File: config.mk
export PLATFORM = sky130hd
export DESIGN_NAME = cascade_ack_unit
export DESIGN_NICKNAME = d
export VERILOG_FILES = /design/src/rtl/cascade_ack_pkg.sv /design/src/rtl/cack_route.sv /design/src/rtl/cack_vector.sv /design/src/rtl/cascade_ack_unit.sv
export SDC_FILE = /design/constraint.sdc
export NUM_CORES = 1
export LEC_CHECK = 0
export BUFFER_PORTS_ARGS = -buffer_cell sky130_fd_sc_hd__buf_2
export CAP_MARGIN = 20
export CORE_AREA = 2 2 46 48
export CTS_BUF_LIST = sky130_fd_sc_hd__clkbuf_2
export DETAILED_ROUTE_END_ITERATION = 10
export DIE_AREA = 0 0 48 50
export GPL_TIMING_DRIVEN = 0
export MAX_ROUTING_LAYER = met4
export PLACE_DENSITY = 0.81
export SETUP_SLACK_MARGIN = 0.2
export SLEW_MARGIN = 5
export SYNTH_ARGS = -nofsm -noshare
export SYNTH_HDL_FRONTEND = slang
export SYNTH_SLANG_ARGS = --single-unit
File: constraint.sdc
create_clock -name clk -period 0.9 [get_ports clk]
set_clock_uncertainty 0.2 [all_clocks]
set_input_delay 0.135 -clock clk [delete_from_list [all_inputs] [get_ports clk]]
set_output_delay 0.135 -clock clk [all_outputs]
set_load 0.05 [all_outputs]
File: src/rtl/cascade_ack_pkg.sv
package cascade_ack_pkg;
  typedef enum logic [1:0] {
    ROUTE_SPURIOUS_PRI = 2'd0,
    ROUTE_PRIMARY      = 2'd1,
    ROUTE_SECONDARY    = 2'd2,
    ROUTE_SPURIOUS_SEC = 2'd3
  } route_e;
endpackage

File: src/rtl/cack_route.sv
module cack_route
  import cascade_ack_pkg::*;
#(
  parameter int LINES        = 8,
  parameter int CASCADE_LINE = 2,
  parameter int SPUR_LINE    = 7,
  localparam int IDX_W       = $clog2(LINES)
) (
  input  logic             pri_valid,
  input  logic [IDX_W-1:0] pri_line,
  input  logic             sec_valid,
  input  logic [IDX_W-1:0] sec_line,
  output route_e           route,
  output logic [IDX_W-1:0] vec_line,
  output logic             pri_fire,
  output logic [IDX_W-1:0] pri_fire_line,
  output logic             sec_fire,
  output logic [IDX_W-1:0] sec_fire_line
);
  localparam logic [IDX_W-1:0] CASC = IDX_W'(CASCADE_LINE);
  localparam logic [IDX_W-1:0] SPUR = IDX_W'(SPUR_LINE);

  always_comb begin
    route         = ROUTE_SPURIOUS_PRI;
    vec_line      = SPUR;
    pri_fire      = 1'b0;
    pri_fire_line = '0;
    sec_fire      = 1'b0;
    sec_fire_line = '0;
    if (pri_valid) begin
      pri_fire      = 1'b1;
      pri_fire_line = pri_line;
      if (pri_line == CASC) begin
        if (sec_valid) begin
          route         = ROUTE_SECONDARY;
          vec_line      = sec_line;
          sec_fire      = 1'b1;
          sec_fire_line = sec_line;
        end else begin
          route    = ROUTE_SPURIOUS_SEC;
          vec_line = SPUR;
        end
      end else begin
        route    = ROUTE_PRIMARY;
        vec_line = pri_line;
      end
    end
  end
endmodule

File: src/rtl/cack_vector.sv
module cack_vector
  import cascade_ack_pkg::*;
#(
  parameter int LINES  = 8,
  parameter int VEC_W  = 8,
  localparam int IDX_W = $clog2(LINES),
  localparam int NCTRL = 2
) (
  input  route_e           route,
  input  logic [IDX_W-1:0] line,
  input  logic [VEC_W-1:0] pri_base,
  input  logic [VEC_W-1:0] sec_base,
  output logic [VEC_W-1:0] vec
);
  logic [VEC_W-1:0]       bases   [NCTRL];
  logic [VEC_W-IDX_W-1:0] aligned [NCTRL];

  assign bases[0] = pri_base;
  assign bases[1] = sec_base;

  for (genvar g = 0; g < NCTRL; g++) begin : g_align
    assign aligned[g] = bases[g][VEC_W-1:IDX_W];
  end

  always_comb begin
    if (route == ROUTE_SECONDARY || route == ROUTE_SPURIOUS_SEC)
      vec = {aligned[1], line};
    else
      vec = {aligned[0], line};
  end
endmodule

File: src/rtl/cascade_ack_unit.sv
module cascade_ack_unit
  import cascade_ack_pkg::*;
#(
  parameter int LINES        = 8,
  parameter int VEC_W        = 8,
  parameter int CASCADE_LINE = 2,
  parameter int SPUR_LINE    = 7,
  localparam int IDX_W       = $clog2(LINES)
) (
  input  logic             clk,
  input  logic             rst_n,
  input  logic             ack_req,
  input  logic             pri_win_valid,
  input  logic [IDX_W-1:0] pri_win_line,
  input  logic             sec_win_valid,
  input  logic [IDX_W-1:0] sec_win_line,
  input  logic [VEC_W-1:0] pri_base,
  input  logic [VEC_W-1:0] sec_base,
  output logic             pri_ack,
  output logic [IDX_W-1:0] pri_ack_line,
  output logic             sec_ack,
  output logic [IDX_W-1:0] sec_ack_line,
  output logic             vec_valid,
  output logic [VEC_W-1:0] vec_data
);
  route_e           route;
  logic [IDX_W-1:0] vline;
  logic             pfire, sfire;
  logic [IDX_W-1:0] pline, sline;
  logic [VEC_W-1:0] vec_next;

  cack_route #(
    .LINES(LINES), .CASCADE_LINE(CASCADE_LINE), .SPUR_LINE(SPUR_LINE)
  ) route_i (
    .pri_valid(pri_win_valid), .pri_line(pri_win_line),
    .sec_valid(sec_win_valid), .sec_line(sec_win_line),
    .route(route), .vec_line(vline),
    .pri_fire(pfire), .pri_fire_line(pline),
    .sec_fire(sfire), .sec_fire_line(sline)
  );

  cack_vector #(.LINES(LINES), .VEC_W(VEC_W)) vector_i (
    .route(route), .line(vline),
    .pri_base(pri_base), .sec_base(sec_base),
    .vec(vec_next)
  );

  always_ff @(posedge clk or negedge rst_n) begin
    if (!rst_n) begin
      pri_ack      <= 1'b0;
      pri_ack_line <= '0;
      sec_ack      <= 1'b0;
      sec_ack_line <= '0;
      vec_valid    <= 1'b0;
      vec_data     <= '0;
    end else begin
      pri_ack   <= ack_req & pfire;
      sec_ack   <= ack_req & sfire;
      vec_valid <= ack_req;
      if (ack_req) begin
        pri_ack_line <= pline;
        sec_ack_line <= sline;
        vec_data     <= vec_next;
      end
    end
  end

  // valid pulse follows each request, and nothing appears without one
  a_r7_valid_follows_req: assert property (@(posedge clk) disable iff (!rst_n)
    ack_req |=> vec_valid);
  a_r7_no_unrequested_out: assert property (@(posedge clk) disable iff (!rst_n)
    !ack_req |=> (!vec_valid && !pri_ack && !sec_ack));
  // a secondary strobe always comes with a primary strobe on the cascade line
  a_r4_sec_needs_cascade: assert property (@(posedge clk) disable iff (!rst_n)
    sec_ack |-> (pri_ack && pri_ack_line == IDX_W'(CASCADE_LINE)));
  // no primary winner gives the spurious line and no strobes
  a_r5_spurious_primary: assert property (@(posedge clk) disable iff (!rst_n)
    (ack_req && !pri_win_valid) |=>
      (!pri_ack && !sec_ack && vec_data[IDX_W-1:0] == IDX_W'(SPUR_LINE)));
  // cascade with no secondary winner leaves the secondary unstrobed
  a_r3_spurious_secondary: assert property (@(posedge clk) disable iff (!rst_n)
    (ack_req && pri_win_valid && pri_win_line == IDX_W'(CASCADE_LINE) && !sec_win_valid)
      |=> (!sec_ack && vec_data[IDX_W-1:0] == IDX_W'(SPUR_LINE)));
  // vector holds without a request
  a_r9_vector_holds: assert property (@(posedge clk) disable iff (!rst_n)
    !ack_req |=> $stable(vec_data));
  // the low bits of the vector never come from the base
  a_r6_base_low_ignored: assert property (@(posedge clk) disable iff (!rst_n)
    (ack_req && pri_win_valid && pri_win_line != IDX_W'(CASCADE_LINE))
      |=> (vec_data[IDX_W-1:0] == $past(pri_win_line)));
endmodule

Yosys cells after proc, flatten, opt, wreduce, memory -nomap -nowiden:

Cells that the tools add are included.

* equal/unequal tests: 3
* mux-type cells: 15
* bitwise logic cells: 2
* reductions and logical operators: 1

Operators with widths (count)
* $mux 3: 7
* $mux 8: 1
* $mux 1: 5
* $eq 2x2->1 const B: 2
* $mux 2: 2
* $eq 3x2->1 const B: 1
* $and 1x1->1: 2
* $logic_or 1x1->1: 1

* register bits after elaboration: 17
* input bits: 27
* output and inout bits: 17
* logic and storage cells: 27

Longest topological paths before layout:

* word-level depth: 6
* depth in mapped cells: 4
* depth with buffers taken out: 3

Modules after synthesis:

A second synthesis with hierarchy kept.

* cells, all modules: 67
* area total of the unflattened synthesis: 874.6 um^2

Modules (own cells, without submodules)
* cascade_ack_unit: instances 1, cells an instance 35, area each 659.4 um^2, sequential area each 425.4 um^2
* cack_route: instances 1, cells an instance 24, area each 136.4 um^2, sequential area each 0.0 um^2
* cack_vector: instances 1, cells an instance 8, area each 78.8 um^2, sequential area each 0.0 um^2

Worst setup path after synthesis:

OpenSTA, ideal clock, no wires.

* kind: reg2reg
* start: register sec_ack_line[0] (netlist name)
* end: register sec_ack_line[0]
* setup time: 0.121 ns
* arrival time: 0.829 ns
* required time: 0.579 ns
* path slack: -0.250 ns
* cell stages (with the launch flop): 2
* path buffers: 0
* period minus slack after synthesis: 1.150 ns
* cell sequence: dfrtp_1 -> a22o_1

RTL lines
* end signal, assigned: RTL line cascade_ack_unit.sv:62 `sec_ack_line <= sline;`
* end, declared: RTL line cascade_ack_unit.sv:22 `output logic [IDX_W-1:0] sec_ack_line,`

Worst setup path after layout:

* start: register pri_ack_line[2]
* end: output pri_ack_line[2]

RTL lines
* start, declared: RTL line cascade_ack_unit.sv:20 `output logic [IDX_W-1:0] pri_ack_line,`
* start signal, assigned: RTL line cascade_ack_unit.sv:61 `pri_ack_line <= pline;`

No word-level cell between the ends.

==> metrics.yaml <==
floorplan:
  initial_core_util_pct: 37.8
  row_count: 16
  die_h_um: 50
  core_area_sq_mm: 0.00190
  io_pins: 44
  die_area_sq_mm: 0.00240
  die_w_um: 48
timing:
  drv_slew: 0
  max_slew.worst_pin.slew_ns: 0.372
  finalCriticalPeriod_ns: 1.22
  fin_crit_sh_pct: 135
  relSlewSlack_pct: 75.2
  whs_ns: -0.462
  setup_ws_ns: -0.317
  fmax_mhz: 822
  rsz0062_at_grt: "true"
  setup_viol: 29
  hold_viol: 31
final_layout:
  nNetsFinal: 144
  finalNonFillerCells: 143
  final_common_cell: "buf_6"
  syn_to_final_growth_pct: 84.2
  final_cell_mix: "27 x buf_6, 16 x buf_2, 12 x dfrtp_2"
  drive_above_1_share_pct: 72.4
  n_antenna_cell: 0
  fin_area_sq_mm: 0.00133
  nFillCells: 143
setup_path:
  cp-end-kind: "output pin"
  r2r_cells: 4
  timing.setup.critical_path_class: "reg -> out"
  critPathCapture: "pri_ack_line[2]"
  path_delay_family: "flip-flops"
  start_kind: "flop"
  worstPathArrival_ns: 0.88
  worst-path-buf-inv: 1
  cp_cell_sequence: "buf_6"
  reg2reg_slack_ns: -0.26
  worst-path-stages: 1
  r2r_start: "vec_data[1]"
  cp_slowest_cell: "dfrtp_2"
  cp_data_required_time_ns: 0.56
  regToRegEndpoint: "vec_data[1]"
  cpPeakStageDelay_ns: 0.45
  crit_start: "pri_ack_line[2]"
  crit_fanout: 2
clock_tree:
  cts_tree: "done"
  clk_pin_slew_worst_paths_ns: 0.16
  clock_path_buffers: 2
  clkLatencyLatePin_ns: 0.28
  cts_made_buffers: 3
  ctsHtreeMaxLevel: 1
  root_buffer: "clkbuf_2"
  clock-sinks: 17
routing:
  firstDrtPassIters: 4
  ant_nets: 0
  drc_errors: 0
  wl_um: 2090
  drt_iter0_drc: 8
  routedWlPerCell_um: 14.6
  num_vias: 700
  vias_per_cell: 4.90
power:
  leakage_uw: 0.000612
  ir_drop_uv: 893
  totalPowerFinal_uw: 1820
  powerDensity_mw_per_mm2: 1370
grt:
  grt_pass1_wl_um: 3040
  grt_max_degree: 18
  track_usage_pct: 18.3
  overflow: 0
  antenna_found_initial: 0
  grt_pass1_vias: 680
run_status:
  failed_checks: "hold timing, setup timing"
  status: "finished with violations"
placement:
  routabilityCongestion: 0.826
  placed_cell_area_sq_um: 961
  dp_hpwl_um: 1270
  placed_cells: 127
  port_buffers: 37
job:
  drv_cap: 0
logic_synthesis:
  synth-seq-area-share_pct: 59.1
  syn_nets: 90
  avgSynthCellArea_sq_um: 11.4
  yosys_warnings: 0
  synth_area_sq_um: 719
  syn_inst: 63
  synthDistinctLibCells: 20
  synth_seq_cells: 17
worst_hold_path:
  holdCritPathClass: "in -> async"
-- what timing repair did --
| action | CTS | global route |
|---|---|---|
| resized for setup | 49 | 25 |
| pin swaps | 3 | 2 |
| endpoints found under the setup margin | 32 | 32 |
| gates cloned | 0 | 0 |
| endpoints found under the hold margin | 33 | 33 |
| buffers inserted | 6 | 6 |
-- cells by family (layout without fill, tap and decap cells) --
family	after synthesis	after routing	share of synthesized area, %
AO/OA/AOI/OAI	17	17	15.8
buffers and inverters	11	64	6.96
flip-flops	17	17	59.1
multiplexers	5	5	6.96
AND/OR/NAND/NOR	13	13	11.1
-- final cells by class --
| cell class | instances | area [sq um] | area share (%) |
|---|---|---|---|
| timing repair buffer | 49 | 453 | 34.2 |
| inverter | 8 | 30.0 | 2.27 |
| tap | 27 | 33.8 | 2.55 |
| clock buffer | 4 | 20.0 | 1.51 |
| multi-input combinational | 35 | 324 | 24.5 |
| buffer | 3 | 23.8 | 1.79 |
| sequential | 17 | 440 | 33.2 |
-- how the worst min path moves through the flow --
stage          start     endpoint  slack [ns]  cells past startpoint
6_report       rst_n  vec_data[3]       -0.46                      1
3_5_place_dp   rst_n  vec_data[3]       -0.13                      1
3_3_place_gp   rst_n  vec_data[3]       -0.13                      1
4_1_cts        rst_n  vec_data[3]       -0.46                      1
2_1_floorplan  rst_n      pri_ack       -0.36                      0
5_1_grt        rst_n  vec_data[3]       -0.47                      1
-- power by group --
part	total (uW)	internal, uW	leakage (uW)	switching [uW]
Combinational	616	268	0.000406	348
Sequential	858	819	0.000190	39.4
Clock	343	118	0.0000166	226
-- through the flow --
step           setup slack, ns  TNS, ns  utilization, %  hold WS (ns)
2_1_floorplan           -0.178    -2.05               -        -0.361
3_3_place_gp            -0.378    -4.19            50.5        -0.133
3_5_place_dp            -0.393    -4.76            50.5        -0.127
4_1_cts                 -0.327    -5.91            62.5        -0.463
5_1_grt                 -0.377    -7.64            69.7        -0.467
6_report                -0.317    -6.46            69.7        -0.462
-- sequential cells by signal, summed over array words and instances, names as in the netlist --
register      cells
sec_ack           1
sec_ack_line      3
pri_ack_line      3
vec_data          8
vec_valid         1
pri_ack           1
-- synth_stat cells --
cell / n / area share, %
a21oi_1: 6 / 4.2
a22o_1: 3 / 3.7
a41oi_1: 2 / 2.4
and4bb_1: 1 / 1.7
buf_2: 1 / 0.69
buf_6: 1 / 1.6
clkbuf_1: 1 / 0.52
dfrtp_1: 17 / 59
inv_1: 8 / 4.2
mux2i_1: 5 / 7.0
nand2_1: 1 / 0.52
nand2b_1: 1 / 0.87
nand3_1: 2 / 1.4
nor2_1: 7 / 3.7
nor4_4: 1 / 3.0
o211ai_1: 1 / 1.0
o21ai_0: 2 / 1.4
o21bai_1: 1 / 1.0
o22ai_1: 1 / 0.87
o2bb2ai_1: 1 / 1.2
-- per-layer routing --
metal / routed length (um) / GRT usage, %
met5: 0 / -
met4: 65 / 5.86
met3: 79 / 4.03
met2: 1200 / 28.7
met1: 746 / 23.0
Power figures use the tool's default switching activity.
